--- src/rtl/rsp_pkg.sv ---
package rsp_pkg;
    typedef enum logic [1:0] {
        SLOT_FREE  = 2'd0,
        SLOT_WAIT  = 2'd1,
        SLOT_READY = 2'd2
    } slot_state_e;

    localparam int NUM_CLS = 3;
endpackage

--- src/rtl/rsp_slot.sv ---
module rsp_slot
    import rsp_pkg::*;
#(
    parameter int TAG_W  = 4,
    parameter int DATA_W = 16,
    parameter int OP_W   = 4
) (
    input  logic              clk,
    input  logic              rst_n,
    input  logic              flush,
    input  logic              load,
    input  logic [OP_W-1:0]   ld_op,
    input  logic [TAG_W-1:0]  ld_dst,
    input  logic              ld_j_rdy,
    input  logic [DATA_W-1:0] ld_j_val,
    input  logic [TAG_W-1:0]  ld_j_tag,
    input  logic              ld_k_rdy,
    input  logic [DATA_W-1:0] ld_k_val,
    input  logic [TAG_W-1:0]  ld_k_tag,
    input  logic              bus_valid,
    input  logic [TAG_W-1:0]  bus_tag,
    input  logic [DATA_W-1:0] bus_val,
    input  logic              grant,
    output logic              busy,
    output logic              ready,
    output logic [OP_W-1:0]   op,
    output logic [DATA_W-1:0] vj,
    output logic [DATA_W-1:0] vk,
    output logic [TAG_W-1:0]  dst
);
    slot_state_e st_q, st_d;
    logic jw_q, kw_q, jw_d, kw_d;
    logic [TAG_W-1:0] qj_q, qk_q;

    logic j_hit, k_hit, ld_j_hit, ld_k_hit, fill;
    assign j_hit    = bus_valid && jw_q && (bus_tag == qj_q);
    assign k_hit    = bus_valid && kw_q && (bus_tag == qk_q);
    assign ld_j_hit = bus_valid && !ld_j_rdy && (bus_tag == ld_j_tag);
    assign ld_k_hit = bus_valid && !ld_k_rdy && (bus_tag == ld_k_tag);
    assign fill     = (st_q == SLOT_FREE) && load && !flush;

    always_comb begin
        st_d = st_q;
        jw_d = jw_q;
        kw_d = kw_q;
        unique case (st_q)
            SLOT_FREE: begin
                if (load) begin
                    jw_d = !ld_j_rdy && !ld_j_hit;
                    kw_d = !ld_k_rdy && !ld_k_hit;
                    st_d = (jw_d || kw_d) ? SLOT_WAIT : SLOT_READY;
                end
            end
            SLOT_WAIT: begin
                jw_d = jw_q && !j_hit;
                kw_d = kw_q && !k_hit;
                if (!jw_d && !kw_d) st_d = SLOT_READY;
            end
            SLOT_READY: begin
                if (grant) st_d = SLOT_FREE;
            end
            default: st_d = SLOT_FREE;
        endcase
        if (flush) begin
            st_d = SLOT_FREE;
            jw_d = 1'b0;
            kw_d = 1'b0;
        end
    end

    always_ff @(posedge clk) begin
        if (!rst_n) begin
            st_q <= SLOT_FREE;
            jw_q <= 1'b0;
            kw_q <= 1'b0;
        end else begin
            st_q <= st_d;
            jw_q <= jw_d;
            kw_q <= kw_d;
        end
    end

    always_ff @(posedge clk) begin
        if (fill) begin
            op   <= ld_op;
            dst  <= ld_dst;
            qj_q <= ld_j_tag;
            qk_q <= ld_k_tag;
            vj   <= ld_j_rdy ? ld_j_val : bus_val;
            vk   <= ld_k_rdy ? ld_k_val : bus_val;
        end else begin
            if (j_hit) vj <= bus_val;
            if (k_hit) vk <= bus_val;
        end
    end

    always_comb begin
        busy  = (st_q != SLOT_FREE);
        ready = (st_q == SLOT_READY);
    end
endmodule

--- src/rtl/rsp_pick.sv ---
module rsp_pick #(
    parameter int N     = 3,
    parameter int TAG_W = 4
) (
    input  logic [N-1:0]       req,
    input  logic [N*TAG_W-1:0] dst_flat,
    input  logic [TAG_W-1:0]   head,
    output logic [N-1:0]       gnt,
    output logic               any
);
    localparam int SW = (N > 1) ? $clog2(N) : 1;

    logic [TAG_W-1:0] best_age;
    logic [SW-1:0]    sel;

    always_comb begin
        any      = 1'b0;
        best_age = '0;
        sel      = '0;
        gnt      = '0;
        for (int i = 0; i < N; i++) begin
            logic [TAG_W-1:0] age;
            age = dst_flat[i*TAG_W +: TAG_W] - head;
            if (req[i] && (!any || age < best_age)) begin
                any      = 1'b1;
                best_age = age;
                sel      = SW'(i);
            end
        end
        if (any) gnt[sel] = 1'b1;
    end
endmodule

--- src/rtl/rsp_pool.sv ---
module rsp_pool
    import rsp_pkg::*;
#(
    parameter int N_ADD  = 3,
    parameter int N_MUL  = 2,
    parameter int N_INT  = 3,
    parameter int TAG_W  = 4,
    parameter int DATA_W = 16,
    parameter int OP_W   = 4
) (
    input  logic                      clk,
    input  logic                      rst_n,
    input  logic                      flush,
    input  logic                      iss_valid,
    input  logic [1:0]                iss_cls,
    input  logic [OP_W-1:0]           iss_op,
    input  logic [TAG_W-1:0]          iss_dst,
    input  logic                      iss_j_rdy,
    input  logic [DATA_W-1:0]         iss_j_val,
    input  logic [TAG_W-1:0]          iss_j_tag,
    input  logic                      iss_k_rdy,
    input  logic [DATA_W-1:0]         iss_k_val,
    input  logic [TAG_W-1:0]          iss_k_tag,
    output logic                      iss_stall,
    input  logic                      bus_valid,
    input  logic [TAG_W-1:0]          bus_tag,
    input  logic [DATA_W-1:0]         bus_val,
    input  logic [TAG_W-1:0]          rob_head,
    output logic [NUM_CLS-1:0]        dsp_go,
    output logic [NUM_CLS*OP_W-1:0]   dsp_op,
    output logic [NUM_CLS*DATA_W-1:0] dsp_vj,
    output logic [NUM_CLS*DATA_W-1:0] dsp_vk,
    output logic [NUM_CLS*TAG_W-1:0]  dsp_dst
);
    localparam int NUM_SLOT = N_ADD + N_MUL + N_INT;

    logic [NUM_SLOT-1:0]        slot_busy, slot_ready, slot_load, slot_gnt;
    logic [NUM_SLOT*OP_W-1:0]   slot_op_f;
    logic [NUM_SLOT*DATA_W-1:0] slot_vj_f, slot_vk_f;
    logic [NUM_SLOT*TAG_W-1:0]  slot_dst_f;
    logic [NUM_CLS-1:0]         cls_full;
    logic [3:0]                 full_ext;

    assign full_ext  = {1'b0, cls_full};
    assign iss_stall = iss_valid && full_ext[iss_cls];

    for (genvar s = 0; s < NUM_SLOT; s++) begin : g_slot
        rsp_slot #(.TAG_W(TAG_W), .DATA_W(DATA_W), .OP_W(OP_W)) u_slot (
            .clk      (clk),
            .rst_n    (rst_n),
            .flush    (flush),
            .load     (slot_load[s]),
            .ld_op    (iss_op),
            .ld_dst   (iss_dst),
            .ld_j_rdy (iss_j_rdy),
            .ld_j_val (iss_j_val),
            .ld_j_tag (iss_j_tag),
            .ld_k_rdy (iss_k_rdy),
            .ld_k_val (iss_k_val),
            .ld_k_tag (iss_k_tag),
            .bus_valid(bus_valid),
            .bus_tag  (bus_tag),
            .bus_val  (bus_val),
            .grant    (slot_gnt[s]),
            .busy     (slot_busy[s]),
            .ready    (slot_ready[s]),
            .op       (slot_op_f[s*OP_W +: OP_W]),
            .vj       (slot_vj_f[s*DATA_W +: DATA_W]),
            .vk       (slot_vk_f[s*DATA_W +: DATA_W]),
            .dst      (slot_dst_f[s*TAG_W +: TAG_W])
        );
    end

    for (genvar c = 0; c < NUM_CLS; c++) begin : g_cls
        localparam int CN = (c == 0) ? N_ADD : (c == 1) ? N_MUL : N_INT;
        localparam int CB = (c == 0) ? 0 : (c == 1) ? N_ADD : N_ADD + N_MUL;

        logic [CN-1:0]     free_v, ld_v, g_v;
        logic              any_rdy;
        logic [OP_W-1:0]   op_m;
        logic [DATA_W-1:0] vj_m, vk_m;
        logic [TAG_W-1:0]  dst_m;

        assign free_v      = ~slot_busy[CB +: CN];
        assign cls_full[c] = ~|free_v;

        always_comb begin
            logic taken;
            taken = 1'b0;
            ld_v  = '0;
            for (int i = 0; i < CN; i++) begin
                if (free_v[i] && !taken) begin
                    ld_v[i] = iss_valid && !flush && (iss_cls == 2'(c));
                    taken   = 1'b1;
                end
            end
        end
        assign slot_load[CB +: CN] = ld_v;

        rsp_pick #(.N(CN), .TAG_W(TAG_W)) u_pick (
            .req     (slot_ready[CB +: CN]),
            .dst_flat(slot_dst_f[CB*TAG_W +: CN*TAG_W]),
            .head    (rob_head),
            .gnt     (g_v),
            .any     (any_rdy)
        );
        assign slot_gnt[CB +: CN] = g_v & {CN{!flush}};
        assign dsp_go[c]          = any_rdy && !flush;

        always_comb begin
            op_m  = '0;
            vj_m  = '0;
            vk_m  = '0;
            dst_m = '0;
            for (int i = 0; i < CN; i++) begin
                if (g_v[i]) begin
                    op_m  |= slot_op_f[(CB+i)*OP_W +: OP_W];
                    vj_m  |= slot_vj_f[(CB+i)*DATA_W +: DATA_W];
                    vk_m  |= slot_vk_f[(CB+i)*DATA_W +: DATA_W];
                    dst_m |= slot_dst_f[(CB+i)*TAG_W +: TAG_W];
                end
            end
        end
        assign dsp_op[c*OP_W +: OP_W]       = op_m;
        assign dsp_vj[c*DATA_W +: DATA_W]   = vj_m;
        assign dsp_vk[c*DATA_W +: DATA_W]   = vk_m;
        assign dsp_dst[c*TAG_W +: TAG_W]    = dst_m;
    end
endmodule

--- config.mk ---
export PLATFORM = sky130hd
export DESIGN_NAME = rsp_pool
export DESIGN_NICKNAME = d
export VERILOG_FILES = /design/src/rtl/rsp_pkg.sv /design/src/rtl/rsp_slot.sv /design/src/rtl/rsp_pick.sv /design/src/rtl/rsp_pool.sv
export SDC_FILE = /design/constraint.sdc
export NUM_CORES = 1
export LEC_CHECK = 0
export ABC_AREA = 1
export BUFFER_PORTS_ARGS = -buffer_cell sky130_fd_sc_hd__buf_2
export CORE_ASPECT_RATIO = 0.8
export CORE_MARGIN = 1
export CORE_UTILIZATION = 32
export DETAILED_ROUTE_END_ITERATION = 6
export PLACE_DENSITY = 0.53
export SYNTH_ARGS = -nofsm -noshare
export SYNTH_HDL_FRONTEND = slang
export SYNTH_SLANG_ARGS = --single-unit
--- constraint.sdc ---
create_clock -name clk -period 14 [get_ports clk]
set_input_delay 2.8 -clock clk [delete_from_list [all_inputs] [get_ports clk]]
set_output_delay 2.8 -clock clk [all_outputs]
set_load 0.005 [all_outputs]
==> Flow_metrics.wiki <==
{| class="wikitable"
! Metric !! Value
|-
| Final Hold Slack || roughly 540 ps
|-
| Number of detailed-routing iterations run before antenna repair || 5
|-
| Routing usage on met1 || a little under a third
|-
| Residual DRC count || 0
|-
| Post-Syn Instances || around 2000
|-
| CTS Sinks || 416
|-
| Peak clock frequency supported by timing || about 0.099 GHz
|-
| Max Clock Skew || around 14 ps
|-
| # rows || 82
|-
| Clock tree from TritonCTS || done
|-
| Final HPWL DP || between 40 and 50 mm
|-
| Post-synth cell types || 47
|-
| Static Leak || approximately 9.3 nW
|-
| FFs w/ async S/R, synth || 0%
|-
| Avg Synthesized Cell Area || around 10 um^2
|-
| Number of top-level pins || 205
|-
| Relative area change from synthesis to final layout || 15.5%
|-
| Routability cong. || between 0.9 and 1
|-
| Met2 track demand over resource || roughly a third
|-
| Cell type contributing the most total cell area after synthesis || edfxtp_1
|-
| MaxCap Viol Count || 0
|-
| Highest-count cells in the layout ignoring fill and taps || nand2_1 (417), edfxtp_1 (384), nand3_1 (324), o21ai_0 (296), buf_2 (204)
|-
| Area of all placed cells without fillers || 23600 um^2
|-
| Startpoint of the most critical register-to-register path || g_slot[5].u_slot.dst[2]
|-
| Share of total power consumed by net switching || between 20% and 30%
|-
| All-Layer GR Usage || between 20% and 30%
|-
| Largest fanout of any net on the critical path || slightly above 80
|-
| DIE WIDTH || roughly 280 um
|-
| Ant. Diodes || 0
|-
| Clk pin slew, worst setup/hold paths || around 60 ps
|-
| Global-route wire length before repair || approximately 100 mm
|-
| Total power of the final layout || approximately 2.7 mW
|-
| Vias in the first global route || 15585
|-
| Net switching power figure || around 0.65 mW
|-
| Top FF cell, synth || edfxtp_1
|-
| Proportion of power drawn by flip-flops and latches || between 50% and 60%
|-
| Largest cells by area after synthesis || edfxtp_1 (56%), nand3_1 (8.0%), nand2_1 (7.7%), o21ai_0 (7.3%), dfxtp_1 (3.1%)
|-
| Setup Viol. Count Final || 0
|-
| Min Tclk post-route || slightly above 10000 ps
|-
| Number of buffers between clock root and the deepest sink || 3
|-
| Fraction of final layout cells with drive strength greater than 1 || between 10% and 20%
|-
| Worst slew margin relative to its limit || 6.86%
|-
| RSZ-0062 raised after global routing || false
|-
| Starting utilization of the core area || approximately a third
|-
| Run status || complete, no violations
|-
| Initial antenna violation count || 3
|-
| Cell repeated most along the worst path || nand2_1
|-
| Data arrival at the endpoint of the critical path || roughly 7300 ps
|-
| Iteration-0 DRC Markers || around 1700
|-
| Internal portion of total power || ~2.1 mW
|-
| Core region area || approximately 63000 um^2
|-
| FF+latch count, synth || roughly 420
|-
| Leftover overflow at the end of global routing || 0
|-
| Final Routed Wirelength || ~70 mm
|-
| Reg-to-reg setup timing slack || a little under 10000 ps
|-
| Detailed-route wire length per cell || between 20 and 25 um
|-
| Post-synthesis instance area || a little over 20000 um^2
|-
| Largest net degree at the start of global routing || 84
|-
| Die Height || ~230 um
|-
| Number of nets with antenna violations after detailed routing || 0
|-
| Crit path buf inv count || 5
|-
| Final period util || roughly 72%
|-
| Worst Path Required || roughly 11000 ps
|-
| Launching instance or port of the critical path || rob_head[1]
|-
| Clock root cell || clkbuf_16
|-
| Overall die area || 64800 um^2
|-
| Number of CTS-inserted buffers || between 40 and 50
|-
| Classification of the worst-slack hold path || reg2reg
|-
| Worst skew pair latency || ~590 ps
|-
| Part of the total power dissipated in the clock network || 42.6%
|-
| Kind of cell with the highest combined delay on the critical path || buffers and inverters
|-
| Final Slew Violations || 0
|-
| Nets || between 2000 and 2500
|-
| Relative contribution of combinational cells to total power || ~7%
|-
| Worst R2R End || g_slot[5].u_slot.st_q[0]
|-
| Pwr per Cell Area || approximately 120 nW/um^2
|-
| Detailed-route vias per instance || 5.41
|-
| Worst-case vdd ir drop || between 0.08 and 0.09 mV
|-
| Termination of the worst setup path || dsp_vj[41]
|-
| Number of failing hold endpoints at the final stage || 0
|-
| Total negative slack for setup checks || 0 ps
|-
| Leading cell type in the layout, fill and taps excluded || nand2_1
|-
| Logic depth of the worst register-to-register path || 26
|-
| Routed vias || 16547
|-
| Post-cts sizing count || 0
|-
| Most used routing layer || met2
|-
| Sequential element share of the synthesized area || between 50% and 60%
|-
| Post CTS Setup Buffer Count || 0
|-
| Syn. warnings || 0
|-
| Post-Syn Nets || between 2000 and 2500
|-
| Util after Layout || 37.5%
|-
| Depth of the critical timing path with buffers and inverters included || 26
|-
| Port Buffers || 204
|-
| Worst Max-Slew Pin Slew || ~1400 ps
|-
| Multi-input combinational cell area || 7350 um^2
|-
| Count of flip-flops with a built-in enable after synthesis || between 300 and 400
|-
| Filler cell count in the final layout || just over 6000
|-
| Met3 layer usage reported by global route || under 10%
|-
| Startpoint-to-endpoint class of the critical path || in2out
|-
| Type of origin of the critical path || input pin
|-
| Worst Setup End Kind || output port
|-
| Number of buffers added to fix hold violations after cts || 0
|-
| Cell with the biggest individual delay on the critical path || inv_1
|-
| Crit path largest cell delay || roughly 630 ps
|-
| Synth top area share || between 50% and 60%
|-
| Placed cell areas || roughly 22000 um^2
|-
| Sequential cell area in the final layout || about 12000 um^2
|-
| CTS H-Tree Depth || 2
|}
metal layers:
layer,vias up,wire length [um],part of all wire [%]
met2,691,31400,44
met1,8187,32900,46
met4,0,1270,1.8
li1,7587,-,-
met5,-,0,0
met3,82,5870,8.2
cell type report:
type,instances,share of cell area (%)
Inverter,107,1.70
Tap cell,840,4.46
Multi-Input combinational cell,1381,31.2
Sequential cell,416,51.6
Clock buffer,56,5.13
Clock inverter,27,0.806
Timing Repair Buffer,229,5.12
worst register-to-register path, stage by stage (launching register included):
cell      delay [ps]
edfxtp_1         420
ha_1             350
nand2_1           90
nor2_1            50
a211oi_1         210
xnor2_1          150
nand2_1           90
ha_1             320
a21oi_1          150
nand2_1           70
nand2_1          110
nand2_4           90
nand2_1           80
o21ai_0           80
ha_1             310
nand2_1           60
inv_1             50
nand2_1           50
nand2_1           60
nand2_1           80
nand2_2           80
buf_4            600
nand3_1          160
nand2_1          150
nand3_1           80
nand2_1           60
nor2_1            50
sequential cells by signal, indices dropped and copies added (netlist names):
register / count
g_slot.u_slot.kw_q: 8
g_slot.u_slot.jw_q: 8
g_slot.u_slot.qj_q: 32
g_slot.u_slot.st_q: 16
g_slot.u_slot.vj: 128
g_slot.u_slot.op: 32
g_slot.u_slot.vk: 128
g_slot.u_slot.qk_q: 32
g_slot.u_slot.dst: 32
stage by stage:
stage | setup slack (ps) | std cells
global route | 3480 | 3056
detailed placement | 3870 | 2973
floorplan | 5120 | 2033
global placement | 3970 | 2973
CTS | 3870 | 3056
finish | 3880 | 3056
cells by family (layout without fill, tap and decap cells):
family                   count (synthesis)  in the layout  synth area share, %
AND/OR/NAND/NOR                        842            842                 18.3
AO/OA/AOI/OAI                          422            422                 11.1
flip-flops                             416            416                 59.6
buffers and inverters                  236            419                 4.64
adder cells (fa/ha/maj)                 47             47                 3.17
XOR/XNOR                                38             38                 1.63
multiplexers                            32             32                 1.57
synth_stat cells, types with 12 or more instances:
library cell	number
buf_1	24
dfxtp_1	32
inv_2	21
ha_1	39
a21oi_1	42
or2_2	22
inv_1	84
nor2_1	44
xnor2_1	22
nand3_1	325
o211ai_1	12
nand2_1	418
o21ai_1	17
buf_2	29
mux2i_1	32
a31oi_1	17
edfxtp_1	384
clkbuf_1	70
xor2_1	16
o21ai_0	296
worst min path at each step:
| stage | start | end | depth (start not counted) |
|---|---|---|---|
| 3_5_place_dp | g_slot[0].u_slot.kw_q | g_slot[0].u_slot.kw_q | 2 |
| 6_report | g_slot[0].u_slot.kw_q | g_slot[0].u_slot.kw_q | 2 |
| 3_3_place_gp | g_slot[0].u_slot.kw_q | g_slot[0].u_slot.kw_q | 2 |
| 5_1_grt | g_slot[0].u_slot.kw_q | g_slot[0].u_slot.kw_q | 2 |
| 4_1_cts | g_slot[0].u_slot.kw_q | g_slot[0].u_slot.kw_q | 2 |
| 2_1_floorplan | g_slot[0].u_slot.kw_q | g_slot[0].u_slot.kw_q | 2 |
power by group through the flow:
stage / combinational, mW / clock (mW) / sequential [mW]
6_report: 0.190 / 1.16 / 1.37
5_1_grt: 0.207 / 1.22 / 1.37
4_1_cts: 0.187 / 1.18 / 1.37
3_5_place_dp: 0.186 / 0 / 1.40
3_3_place_gp: 0.183 / 0 / 1.40
2_1_floorplan: 0.103 / 0 / 1.40
No activity file was read; power rests on OpenSTA's default activity.
